### config.mk
export PLATFORM = sky130hd
export DESIGN_NAME = dma_grp_arbiter
export DESIGN_NICKNAME = d
export VERILOG_FILES = /design/src/rtl/dma_arb_pkg.sv /design/src/rtl/arb_pick.sv /design/src/rtl/pri_dup.sv /design/src/rtl/dma_grp_arbiter.sv
export SDC_FILE = /design/constraint.sdc
export NUM_CORES = 1
export LEC_CHECK = 0
export ABC_CLOCK_PERIOD_IN_PS = 32100
export BUFFER_PORTS_ARGS = -buffer_cell sky130_fd_sc_hd__buf_2
export CAP_MARGIN = 20
export CORE_AREA = 2 2 247 151
export CTS_BUF_LIST = sky130_fd_sc_hd__clkbuf_4
export DETAILED_ROUTE_END_ITERATION = 12
export DIE_AREA = 0 0 249 153
export PLACE_DENSITY_LB_ADDON = 0.05
export SLEW_MARGIN = 5
export SYNTH_ARGS = -nofsm -noshare
export SYNTH_HDL_FRONTEND = slang
export SYNTH_HIERARCHICAL = 1
export SYNTH_SLANG_ARGS = --single-unit
### constraint.sdc
create_clock -name clk -period 32.1 [get_ports clk]
set_clock_uncertainty 0.15 [all_clocks]
set_input_delay 4.815 -clock clk [delete_from_list [all_inputs] [get_ports clk]]
set_output_delay 4.815 -clock clk [all_outputs]
set_load 0.01 [all_outputs]
### src/rtl/dma_arb_pkg.sv
`timescale 1ns/1ps
package dma_arb_pkg;

  typedef enum logic {
    ARB_IDLE = 1'b0,
    ARB_BUSY = 1'b1
  } arb_state_e;

  // Number of distinct pairs among n entries (size of a duplicate scan).
  function automatic int pair_count(input int n);
    return (n * (n - 1)) / 2;
  endfunction

endpackage

### src/rtl/arb_pick.sv
`timescale 1ns/1ps
// One arbitration stage: fixed priority (larger level wins, lowest index on tie)
// or round robin starting after the last granted index.
module arb_pick #(
  parameter int N  = 8,
  parameter int PW = 3,
  localparam int IW = $clog2(N)
) (
  input  logic [N-1:0]    req,
  input  logic [N*PW-1:0] pri,
  input  logic            rr_en,
  input  logic [IW-1:0]   ptr,
  output logic            any,
  output logic [IW-1:0]   win
);

  function automatic logic [IW-1:0] fixed_pick(input logic [N-1:0] r,
                                                input logic [N*PW-1:0] p);
    logic [PW-1:0] best;
    logic [IW-1:0] idx;
    logic          found;
    best  = '0;
    idx   = '0;
    found = 1'b0;
    for (int i = 0; i < N; i++) begin
      if (r[i] && (!found || p[i*PW +: PW] > best)) begin
        best  = p[i*PW +: PW];
        idx   = IW'(i);
        found = 1'b1;
      end
    end
    return idx;
  endfunction

  function automatic logic [IW-1:0] rr_pick(input logic [N-1:0] r,
                                             input logic [IW-1:0] last);
    logic [IW-1:0] idx;
    logic [IW-1:0] cand;
    logic          found;
    idx   = '0;
    found = 1'b0;
    for (int k = 1; k <= N; k++) begin
      cand = IW'((int'(last) + k) % N);
      if (!found && r[cand]) begin
        idx   = cand;
        found = 1'b1;
      end
    end
    return idx;
  endfunction

  logic [IW-1:0] fixed_win;
  logic [IW-1:0] rr_win;

  always_comb begin
    any       = |req;
    fixed_win = fixed_pick(req, pri);
    rr_win    = rr_pick(req, ptr);
    win       = rr_en ? rr_win : fixed_win;
  end

endmodule

### src/rtl/pri_dup.sv
`timescale 1ns/1ps
// Flags any pair of equal priority levels among N entries.
module pri_dup #(
  parameter int N  = 8,
  parameter int PW = 3
) (
  input  logic [N*PW-1:0] pri,
  output logic            dup
);

  localparam int PAIRS = dma_arb_pkg::pair_count(N);

  function automatic logic has_dup(input logic [N*PW-1:0] p);
    logic hit;
    hit = 1'b0;
    for (int i = 0; i < N; i++) begin
      for (int j = i + 1; j < N; j++) begin
        if (p[i*PW +: PW] == p[j*PW +: PW]) hit = 1'b1;
      end
    end
    return hit;
  endfunction

  always_comb dup = (PAIRS > 0) && has_dup(pri);

endmodule

### src/rtl/dma_grp_arbiter.sv
`timescale 1ns/1ps
module dma_grp_arbiter
  import dma_arb_pkg::*;
#(
  parameter int N_GRP      = 4,
  parameter int CH_PER_GRP = 8,
  parameter int GPRI_W     = 2,
  parameter int CPRI_W     = 3,
  localparam int N_CH   = N_GRP * CH_PER_GRP,
  localparam int GIDX_W = $clog2(N_GRP),
  localparam int CIDX_W = $clog2(CH_PER_GRP),
  localparam int CH_W   = GIDX_W + CIDX_W
) (
  input  logic                     clk,
  input  logic                     rst_n,
  input  logic [N_CH-1:0]          req,
  input  logic                     grp_rr_en,
  input  logic                     ch_rr_en,
  input  logic [N_GRP*GPRI_W-1:0]  grp_pri,
  input  logic [N_CH*CPRI_W-1:0]   ch_pri,
  input  logic                     halt_set,
  input  logic                     halt_clr,
  input  logic                     hoe_en,
  input  logic                     dbg_en,
  input  logic                     dbg_stall,
  input  logic                     clm_en,
  input  logic                     ext_err,
  input  logic                     done,
  input  logic                     link_self,
  output logic                     grant_vld,
  output logic [CH_W-1:0]          grant_ch,
  output logic                     start,
  output logic                     cfg_err,
  output logic                     halted
);

  // ---------------- state ----------------
  arb_state_e          state_q;
  logic [CH_W-1:0]     cur_ch_q;
  logic                start_q;
  logic                cfg_err_q;
  logic                halt_q;
  logic [GIDX_W-1:0]   grp_ptr_q;
  logic [CIDX_W-1:0]   ch_ptr_q [N_GRP];
  logic [N_CH-1:0]     link_pend_q;

  // ---------------- named internal events ----------------
  logic [N_CH-1:0]     eff_req;
  logic [N_GRP-1:0]    grp_any;
  logic [CIDX_W-1:0]   ch_win [N_GRP];
  logic [N_GRP-1:0]    ch_dup;
  logic                grp_dup;
  logic                any_req;
  logic [GIDX_W-1:0]   sel_grp;
  logic [CH_W-1:0]     sel_ch;
  logic                cfg_dup;
  logic                stall;
  logic                idle;
  logic                arb_try;
  logic                arb_fire;
  logic                cfg_evt;
  logic                restart;
  logic                finish;
  logic                relink;
  logic                err_evt;

  assign eff_req = req | link_pend_q;

  // Second stage: one channel picker and duplicate scan per group.
  for (genvar g = 0; g < N_GRP; g++) begin : g_grp
    arb_pick #(.N(CH_PER_GRP), .PW(CPRI_W)) u_ch_pick (
      .req   (eff_req[g*CH_PER_GRP +: CH_PER_GRP]),
      .pri   (ch_pri[g*CH_PER_GRP*CPRI_W +: CH_PER_GRP*CPRI_W]),
      .rr_en (ch_rr_en),
      .ptr   (ch_ptr_q[g]),
      .any   (grp_any[g]),
      .win   (ch_win[g])
    );
    pri_dup #(.N(CH_PER_GRP), .PW(CPRI_W)) u_ch_dup (
      .pri (ch_pri[g*CH_PER_GRP*CPRI_W +: CH_PER_GRP*CPRI_W]),
      .dup (ch_dup[g])
    );
  end

  // First stage: group picker.
  arb_pick #(.N(N_GRP), .PW(GPRI_W)) u_grp_pick (
    .req   (grp_any),
    .pri   (grp_pri),
    .rr_en (grp_rr_en),
    .ptr   (grp_ptr_q),
    .any   (any_req),
    .win   (sel_grp)
  );

  pri_dup #(.N(N_GRP), .PW(GPRI_W)) u_grp_dup (
    .pri (grp_pri),
    .dup (grp_dup)
  );

  always_comb begin
    sel_ch   = {sel_grp, ch_win[sel_grp]};
    cfg_dup  = (!grp_rr_en && grp_dup) || (!ch_rr_en && (|ch_dup));
    stall    = halt_q || (dbg_en && dbg_stall);
    idle     = (state_q == ARB_IDLE);
    arb_try  = idle && !stall && any_req;
    arb_fire = arb_try && !cfg_dup;
    cfg_evt  = arb_try && cfg_dup;
    restart  = !idle && done && link_self && clm_en;
    finish   = !idle && done && !restart;
    relink   = finish && link_self;
    err_evt  = cfg_evt || ext_err;
  end

  // ---------------- sequential ----------------
  always_ff @(posedge clk or negedge rst_n) begin
    if (!rst_n) begin
      state_q   <= ARB_IDLE;
      cur_ch_q  <= '0;
      start_q   <= 1'b0;
      cfg_err_q <= 1'b0;
    end else begin
      start_q   <= arb_fire || restart;
      cfg_err_q <= cfg_evt;
      if (arb_fire) begin
        state_q  <= ARB_BUSY;
        cur_ch_q <= sel_ch;
      end else if (finish) begin
        state_q  <= ARB_IDLE;
      end
    end
  end

  always_ff @(posedge clk or negedge rst_n) begin
    if (!rst_n) begin
      halt_q <= 1'b0;
    end else if (halt_set || (hoe_en && err_evt)) begin
      halt_q <= 1'b1;
    end else if (halt_clr) begin
      halt_q <= 1'b0;
    end
  end

  always_ff @(posedge clk or negedge rst_n) begin
    if (!rst_n) begin
      grp_ptr_q <= '1;
      for (int g = 0; g < N_GRP; g++) ch_ptr_q[g] <= '1;
    end else if (arb_fire) begin
      grp_ptr_q         <= sel_grp;
      ch_ptr_q[sel_grp] <= ch_win[sel_grp];
    end
  end

  always_ff @(posedge clk or negedge rst_n) begin
    if (!rst_n) begin
      link_pend_q <= '0;
    end else if (relink) begin
      link_pend_q[cur_ch_q] <= 1'b1;
    end else if (arb_fire) begin
      link_pend_q[sel_ch] <= 1'b0;
    end
  end

  assign grant_vld = (state_q == ARB_BUSY);
  assign grant_ch  = cur_ch_q;
  assign start     = start_q;
  assign cfg_err   = cfg_err_q;
  assign halted    = halt_q;

  // ---------------- assertions ----------------
  a_r6_start_has_grant: assert property (@(posedge clk) disable iff (!rst_n)
    start |-> grant_vld);

  a_r6_start_from_idle: assert property (@(posedge clk) disable iff (!rst_n)
    start |-> ($past(state_q) == ARB_IDLE) || $past(done && link_self && clm_en));

  a_r6_channel_steady: assert property (@(posedge clk) disable iff (!rst_n)
    (grant_vld && !start) |-> $stable(grant_ch));

  a_r8_no_grant_halted: assert property (@(posedge clk) disable iff (!rst_n)
    $rose(grant_vld) |-> !$past(halted));

  a_r10_no_grant_dbg: assert property (@(posedge clk) disable iff (!rst_n)
    $rose(grant_vld) |-> !$past(dbg_en && dbg_stall));

  a_r7_err_no_grant: assert property (@(posedge clk) disable iff (!rst_n)
    cfg_err |-> !grant_vld && !start);

  a_r9_err_halts: assert property (@(posedge clk) disable iff (!rst_n)
    (cfg_err && $past(hoe_en)) |-> halted);

  a_r11_same_channel: assert property (@(posedge clk) disable iff (!rst_n)
    $past(grant_vld && done && link_self && clm_en) |->
      (start && grant_vld && grant_ch == $past(grant_ch)));

endmodule

* After elaboration in Yosys (flattened, before gate mapping)
Index checks and enable logic that the tools add are counted.
Widths: inputs -> output; s select.
** Operators by class
- Add/sub/neg operators :: 36
- $lt $le $gt $ge :: 73
- Eq/ne operators :: 118
- Muxes and demuxes :: 371
- Bitwise gates (word level) :: 6
- Reductions and logical operators :: 190
** Operator list (number)
- $eq 3x3->1 :: 112
- $mux 3 :: 83
- $mux 1 :: 227
- $lt 3x4->1 const B :: 32
- $bmux 1 s3 :: 32
- $gt 3x3->1 :: 28
- $logic_and 1x1->1 :: 78
- $logic_not 1->1 :: 67
- $mux 32 :: 2
- $or 32x32->32 :: 2
- $add 3x3->3 const B :: 16
- $logic_or 1x1->1 :: 36
- $mux 2 :: 18
- $and 32x32->32 :: 1
- $not 32->32 :: 1
- $reduce_or 32->1 :: 1
- $reduce_or 8->1 :: 4
- $add 3x1->3 const B :: 8
- $add 3x2->3 const B :: 8
- $bwmux 12 :: 1
- $eq 2x2->1 :: 6
- $lt 2x3->1 const B :: 4
- $lt 5x6->1 const B :: 2
- $demux 1 s5 :: 2
- other kinds (13) :: 23
** Word-level totals
- Register bits :: 55
- Input bits :: 149
- Output and inout bits :: 9
- Logic and storage cells :: 805

* Depth between registers and ports, before layout
Gate-level depths: netlist of the first run.
- Depth in word-level cells :: 42
- Gate-level depth with buffers :: 60
- Depth with buffers taken out :: 57

* Hierarchy
Netlist of the first run, hierarchy kept.
** By module, submodules not included
- arb_pick at g_grp[1].u_ch_pick ... :: instances 3, cells an instance 248, area an instance 1938.1 sq um, sequential area each 0.0 sq um
- pri_dup at g_grp[0].u_ch_dup ... :: instances 4, cells an instance 141, area an instance 1136.1 sq um, sequential area each 0.0 sq um
- dma_grp_arbiter :: instances 1, cells an instance 296, area an instance 2996.6 sq um, sequential area each 1393.8 sq um
- arb_pick at g_grp[0].u_ch_pick :: instances 1, cells an instance 277, area an instance 2089.5 sq um, sequential area each 0.0 sq um
- arb_pick at u_grp_pick :: instances 1, cells an instance 52, area an instance 382.9 sq um, sequential area each 0.0 sq um
- pri_dup at u_grp_dup :: instances 1, cells an instance 16, area an instance 130.1 sq um, sequential area each 0.0 sq um

* Least setup slack after synthesis of the first run
Ideal clock, no wire load.
- Path kind :: in2reg
- Start :: input port req[0]
- End :: register cur_ch_q[2] (netlist: grant_ch[2])
- Library setup time :: 0.125 ns
- Arrival :: 14.640 ns
- Required time :: 31.825 ns
- Setup slack :: 17.185 ns
- Cell stages on the path :: 54
- Path buffers :: 3
- Cell sequence :: or2_2 > buf_2 > clkbuf_1 > nand2_1 > ha_1 > nor2b_1 > o21a_1 > o211ai_1 > nor2b_1 > nor2_1 > ha_1 > nor2b_1 > o21ai_0 > a32oi_1 > o21a_1 > o31ai_1 > ha_1 > nor2b_1 > [... 18 more ...] > a21o_1 > ha_1 > nor2b_1 > o21ai_0 > a32oi_1 > o21a_1 > nor2_1 > a22oi_1 > o21a_1 > ha_1 > nor2b_1 > o21ai_0 > a32oi_1 > o21ai_0 > or3b_2 > o22a_1 > mux4_2 > mux2_2
** RTL lines
- from (decl) :: RTL line dma_grp_arbiter.sv:16 : input logic [N_CH-1:0] req,
- to (signal assigned) :: RTL line dma_grp_arbiter.sv:126 : cur_ch_q <= sel_ch;
- to (decl) :: RTL line dma_grp_arbiter.sv:39 : logic [CH_W-1:0] cur_ch_q;

==> results of run 1 <==
==> report_power, final <==
group / switching (uW) / internal [uW] / leakage (uW) / total (uW)
logic: 537 / 406 / 0.00575 / 944
registers: 62.7 / 92.4 / 0.000640 / 155
clock network: 25.9 / 9.75 / 0.0000323 / 35.6
total: 626 / 508 / 0.00643 / 1130
==> cell usage after synthesis, types with 22 or more instances <==
| master | number | area, um2 |
|---|---|---|
| mux2i_1 | 58 | 581 |
| ha_1 | 98 | 1230 |
| xor2_1 | 205 | 1800 |
| xnor2_1 | 148 | 1300 |
| buf_2 | 25 | 125 |
| or2_2 | 33 | 206 |
| o21a_1 | 26 | 195 |
| nand3_1 | 43 | 215 |
| a311oi_1 | 30 | 263 |
| buf_6 | 51 | 574 |
| mux2_2 | 48 | 541 |
| nand2_1 | 129 | 484 |
| o211ai_1 | 35 | 263 |
| o21ai_0 | 69 | 345 |
| and2_1 | 22 | 138 |
| nor2b_1 | 34 | 213 |
| nor2_1 | 57 | 214 |
| inv_1 | 113 | 424 |
| a31oi_1 | 61 | 382 |
| a21oi_1 | 23 | 115 |
| dfrtp_1 | 41 | 1030 |
| mux4_2 | 33 | 743 |
| buf_4 | 72 | 541 |
| nor3_1 | 93 | 465 |
==> how the worst max path moves through the flow <==
stage          depth (start not counted)  startpoint             end  slack, ns
2_1_floorplan                         54      req[0]     grant_ch[2]      17.18
3_3_place_gp                          54      req[0]  link_pend_q[2]      15.67
3_5_place_dp                          54      req[0]  link_pend_q[2]      15.40
4_1_cts                               54      req[0]  link_pend_q[2]      15.82
5_1_grt                               54      req[0]  link_pend_q[2]      14.51
6_report                              54      req[0]  link_pend_q[2]      15.73
==> sequential cells by signal (all words and copies together), names as in the netlist <==
| signal | flops |
|---|---|
| ch_ptr_q | 12 |
| start | 1 |
| grant_vld | 1 |
| link_pend_q | 32 |
| grp_ptr_q | 2 |
| halted | 1 |
| grant_ch | 5 |
| cfg_err | 1 |
==> final cells by class <==
type                    count  share of cell area [%]
inverters                 117                    2.75
multi-input cells        1593                    79.1
diodes                      1                  0.0157
clock inverters             2                   0.102
well taps                 476                    3.73
repair buffers            166                    5.34
clock buffers               6                   0.282
flip-flops and latches     55                    8.72
==> layer usage <==
layer	part of all wire, %	track usage [%]
met5	0.026	0
met4	0.81	2.94
met3	7.1	3.18
met2	40	34.3
met1	53	41.8
==> cells by family (layout without fill, tap and decap cells) <==
group                    Yosys count  after routing  synth area share (%)
AND/OR/NAND/NOR                  530            530                  17.8
AO/OA/AOI/OAI                    462            462                  21.2
XOR/XNOR                         358            358                  19.9
buffers and inverters            301            291                  12.2
multiplexers                     145            145                  12.5
adder cells (fa/ha/maj)           98             98                  7.68
flip-flops                        55             55                  8.73
other                              0              1                     0
==> critical path: cells and delay by family <==
family	cells	cell delay, ns
compound gates	29	6.60
fa+ha+maj	7	2.07
buf+inv	2	0.21
simple gates	16	2.82
==> through the flow <==
step	total power, uW	hold slack [ns]	cells
after floorplan	898	0.296	1949
after global placement	1070	0.327	2407
after detailed placement	1080	0.330	2407
after CTS	1120	0.372	2415
after global routing	1240	0.387	2416
final	1130	0.369	2416
==> summary.txt, run 1 <==
Synth
  • Post-synth EDFFs: 0
  • Avg Cell Area, Syn: 8.19 um2
  • Asr flop ratio synth: 100%
  • Share of the yosys chip area belonging to registers: 8.73%
  • Synth cell types: 95
  • Syn_nets: 2196
  • Top FF cell, synth: dfrtp_1
  • Synth Instances: 1949
  • Area of the mapped netlist: 16000 um2
  • Synth Register Bits: 55
  • Synthesis Warnings: 6

Drt
  • Total iterations of the first detailed-routing run: 7
  • Average wire per standard cell: 20.5 um
  • Routed vias/inst: 6.12
  • First DRT Iteration DRCs: 1384
  • DR vias: 14800
  • DR DRC count: 0
  • ANT nets after route: 0
  • Drt total wl: 49500 um

Critical path
  • Critical Path Source Type: input port
  • Worst path most repeated cell: o21ai_0
  • CP peak stage delay: 0.85 ns
  • Critical path type: input port to flop
  • Crit. End Element: flop
  • Reg2reg setup slack: 19.78 ns
  • Data arrival, critical path: 16.52 ns
  • Crit path max fanout: 18
  • Path depth of the worst reg2reg path: 53
  • WP data required: 32.25 ns
  • R2r startpoint: link_pend_q[0]
  • Slowest CP cell: a311oi_1
  • Critical R2R Capture: link_pend_q[2]

GRT
  • Pin count of the biggest net entering global routing: 56
  • Vias in the first global route: 13500
  • First-pass GRT wire length: 78800 um
  • All-Layer GR Usage: 25.2%
  • Initial antenna violation count: 2
  • Overflow left after global routing: 0

Floorplan
  • Initial core utilization: 44.5%
  • Ports: 158
  • Core region area: 35900 um2
  • Die W: 249 um
  • Row Count: 54
  • DIE AREA: 38100 um2
  • Die Y: 153 um

Hold path
  • Worst hold path startpoint: link_pend_q[2]
  • Hold Path Sink: link_pend_q[2]
  • HP Class: flop to flop
  • Hold depth: 2

Clocking
  • Clock Tree Root: clkbuf_4
  • Hold_buf cts: 0
  • Clk buf depth: 2
  • Sink Count: 55
  • Post-CTS Setup Bufs: 0
  • Cts bufs inserted: 5
  • Clock transition at path regs: 0.17 ns
  • CTS tree: yes
  • H-Tree Depth: 2
  • Resized Gates After CTS: 0
  • Clk_lat worst skew: 0.41 ns

Place
  • Area after DPL: 15900 um2
  • PortBufs: 157
  • GP Congestion: 0.908
  • Pre-CTS WS: 15.40 ns
  • DP HPWL: 38000 um

Power
  • PwrDens: 71.0 nW/um2
  • Leak: 0.00643 uW
  • VDD IR max: 0.0295 mV

STA
  • Max Freq: 61.1 MHz
  • Crit share post-route: 51.0%
  • Final TNS setup: 0 ns
  • Slew Viols, Final: 0
  • Unrepaired setup endpoints after global routing: no
  • Worst Max-Slew Pin Slew: 1.06 ns
  • Fin crit period: 16.37 ns
  • Final setup vio count: 0
  • Fin. Hold Viols: 0
  • Final Worst Setup Slack: 15.73 ns
  • Slew HR: 28.6%

Run
  • Maximum Capacitance Violations: 0

Layout
  • Fraction of layout cells with a size suffix above 1: 18.4%
  • Register area: 1390 um2
  • Fill cells: 3633
  • Most common cell after layout, fill and taps aside: xor2_1
  • Nets: 2185
  • Area grow syn2layout: 0.118%
  • Most frequent cells in the layout: xor2_1, buf_2, xnor2_1
  • Multi-input logic area: 12600 um2
  • Final instance area: 16000 um2
  • Final Util: 44.5%

Outcome
  • Outcome: finished, final reports clean
No activity file was read; power rests on OpenSTA's default activity.
==> inputs of run 2 (changes only) <==
- ABC_CLOCK_PERIOD_IN_PS: 32100 -> 16190
- clock period: 32.1 -> 16.19 ns (I/O delays scaled with it)
==> summary.txt, run 2 (synthesis results as in run 1) <==
STA
  • Slew HR: 32.8% (+4.1 points)
  • Slew Viols, Final: 0 (unchanged)
  • Fin crit period: 13.82 ns
  • Unrepaired setup endpoints after global routing: no
  • Final setup vio count: 0 (unchanged)
  • Worst Max-Slew Pin Slew: 1.00 ns (-0.0625 ns)
  • Hold WS: 0.358 ns (-0.0115 ns)
  • Crit share post-route: 85.3%
  • Final TNS setup: 0 ns (unchanged)
  • Fin. Hold Viols: 0 (unchanged)
  • Max Freq: 72.4 MHz

Power
  • Cell Int Power: 1010 uW (+99%)
  • Leak: 0.00643 uW (about the same)
  • Switching Fraction: 55.1% (about the same)
  • VDD IR max: 0.0581 mV (+97%)
  • Sw power: 1240 uW (+98%)
  • Clk pwr share: 3.0% (about the same)
  • PwrDens: 141 nW/um2 (+98%)
  • Combinational share of power: 83.3% (about the same)
  • Sequential share of power: 13.7% (about the same)

Critical path
  • Slowest CP cell: a211oi_1
  • Critical path type: input port to flop
  • Crit. End Element: flop
  • Cell depth of the worst setup path: 50 (-7.4%)
  • R2r startpoint: link_pend_q[8]
  • Worst path most repeated cell: ha_1
  • Critical Path Source Type: input port
  • Delay-heaviest family, CP: compound AO/OA/AOI/OAI gates
  • Path depth of the worst reg2reg path: 49 (-7.5%)
  • Data arrival, critical path: 13.99 ns (-2.53 ns)
  • Critical path buffer and inverter count: 3 (+1)
  • Critical R2R Capture: link_pend_q[11]
  • Reg2reg setup slack: 3.99 ns (-15.79 ns)
  • WP data required: 16.37 ns (-15.88 ns)
  • Crit path max fanout: 13 (-5)
  • CP peak stage delay: 0.68 ns (-0.17 ns)

Layout
  • Nets: 2186 (+0.046%)
  • Largest register FFs: 32 (unchanged)
  • Most common cell after layout, fill and taps aside: xor2_1
  • Fraction of layout cells with a size suffix above 1: 18.4% (about the same)
  • Area grow syn2layout: 0.157% (about the same)
  • Most frequent cells in the layout: xor2_1, buf_2, xnor2_1
  • Fill cells: 3578 (-1.5%)
  • Largest register by flop count: link_pend_q
  • Final instance area: 16000 um2 (about the same)

Clocking
  • Clk buf depth: 2 (unchanged)
  • Clock transition at path regs: 0.18 ns (about the same)
  • CTS tree: yes
  • Resized Gates After CTS: 0 (unchanged)
  • H-Tree Depth: 2 (unchanged)
  • Post-CTS Setup Bufs: 0 (unchanged)
  • Sink Count: 55 (unchanged)
  • Clk_lat worst skew: 0.41 ns (about the same)
  • Clock Tree Root: clkbuf_4
  • Cts bufs inserted: 5 (unchanged)
  • Hold_buf cts: 0 (unchanged)

Place
  • Area after DPL: 15900 um2 (unchanged)
  • PortBufs: 157 (unchanged)
  • GP Congestion: 0.906 (-0.17%)
  • DP HPWL: 38000 um (-0.23%)

GRT
  • First-pass GRT wire length: 78400 um (-0.57%)
  • Vias in the first global route: 13600 (+0.24%)
  • Pin count of the biggest net entering global routing: 56 (unchanged)
  • Initial antenna violation count: 4 (+2)
  • All-Layer GR Usage: 25.1% (-0.13 points)
  • Overflow left after global routing: 0 (unchanged)

Drt
  • Average wire per standard cell: 20.4 um (-0.48%)
  • Drt total wl: 49300 um (-0.35%)
  • ANT nets after route: 0 (unchanged)
  • First DRT Iteration DRCs: 1313 (-5.1%)
  • DR DRC count: 0 (unchanged)
  • Total iterations of the first detailed-routing run: 7 (unchanged)
  • DR vias: 14700 (-0.50%)
  • Routed vias/inst: 6.08 (-0.62%)

Floorplan
  • Die W: 249 um (unchanged)
  • Initial core utilization: 44.5% (unchanged)
  • Core region area: 35900 um2 (unchanged)
  • Row Count: 54 (unchanged)
  • DIE AREA: 38100 um2 (unchanged)
  • Ports: 158 (unchanged)
  • Die Y: 153 um (unchanged)

Hold path
  • Worst hold path startpoint: link_pend_q[2]
  • HP Class: flop to flop
  • Hold depth: 2 (unchanged)
  • Hold Path Sink: link_pend_q[2]

Outcome
  • Outcome: finished, final reports clean

Run
  • Maximum Capacitance Violations: 0 (unchanged)
run 2: how the worst max path moves through the flow:
stage / to / from
global placement: link_pend_q[2] / req[0]
floorplan: grant_ch[2] / req[0]
finish: link_pend_q[11] / req[8]
detailed placement: link_pend_q[2] / req[0]
global route: link_pend_q[11] / req[8]
CTS: link_pend_q[2] / req[0]
run 2: final cells by class:
class                           instances  area [um2]  area share (%)
Sequential cell                        55        1390            8.72
Clock buffer                            6        45.0           0.282
Antenna cell                            3        7.51          0.0470
Multi-Input combinational cell       1593       12600            79.0
Clock inverter                          2        12.5          0.0783
Tap cell                              476         596            3.73
Inverter                              117         439            2.75
Timing Repair Buffer                  167         858            5.37
run 2: power by group through the flow:
stage	sequential (uW)	combinational (uW)	clock, uW
floorplan	208	1570	0
finish	308	1880	67.1
CTS	307	1840	70.6
global route	321	2060	75.2
detailed placement	309	1840	0
global placement	309	1820	0
run 2: worst register-to-register path, delay by kind of cell (launching register included):
kind                       cells  cell delay (ns)
AOI/OAI and AO/OA             27             6.32
DFF                            1             0.46
and+or+nand+nor               11             2.27
buffers and inverters          2             0.29
adders and majority gates      7             1.99
muxes                          2             0.64
run 2: metal layers:
layer  GRT usage [%]  up-vias  routed length, um
met4            3.58        2                367
met3            3.27       31               3340
met5               0        -                 13
li1                -     7066                  -
met1            41.3     7082              26100
met2            34.2      521              19500
run 2: metrics by stage:
| step | util, % | setup slack (ns) | power (uW) | std cells |
|---|---|---|---|---|
| finish | 44.5 | 2.37 | 2250 | 2419 |
| global route | 44.5 | 1.37 | 2460 | 2419 |
| CTS | 44.5 | 2.31 | 2220 | 2415 |
| detailed placement | 44.4 | 1.87 | 2150 | 2407 |
| global placement | 44.4 | 2.14 | 2130 | 2407 |
| floorplan | - | 3.66 | 1780 | 1949 |
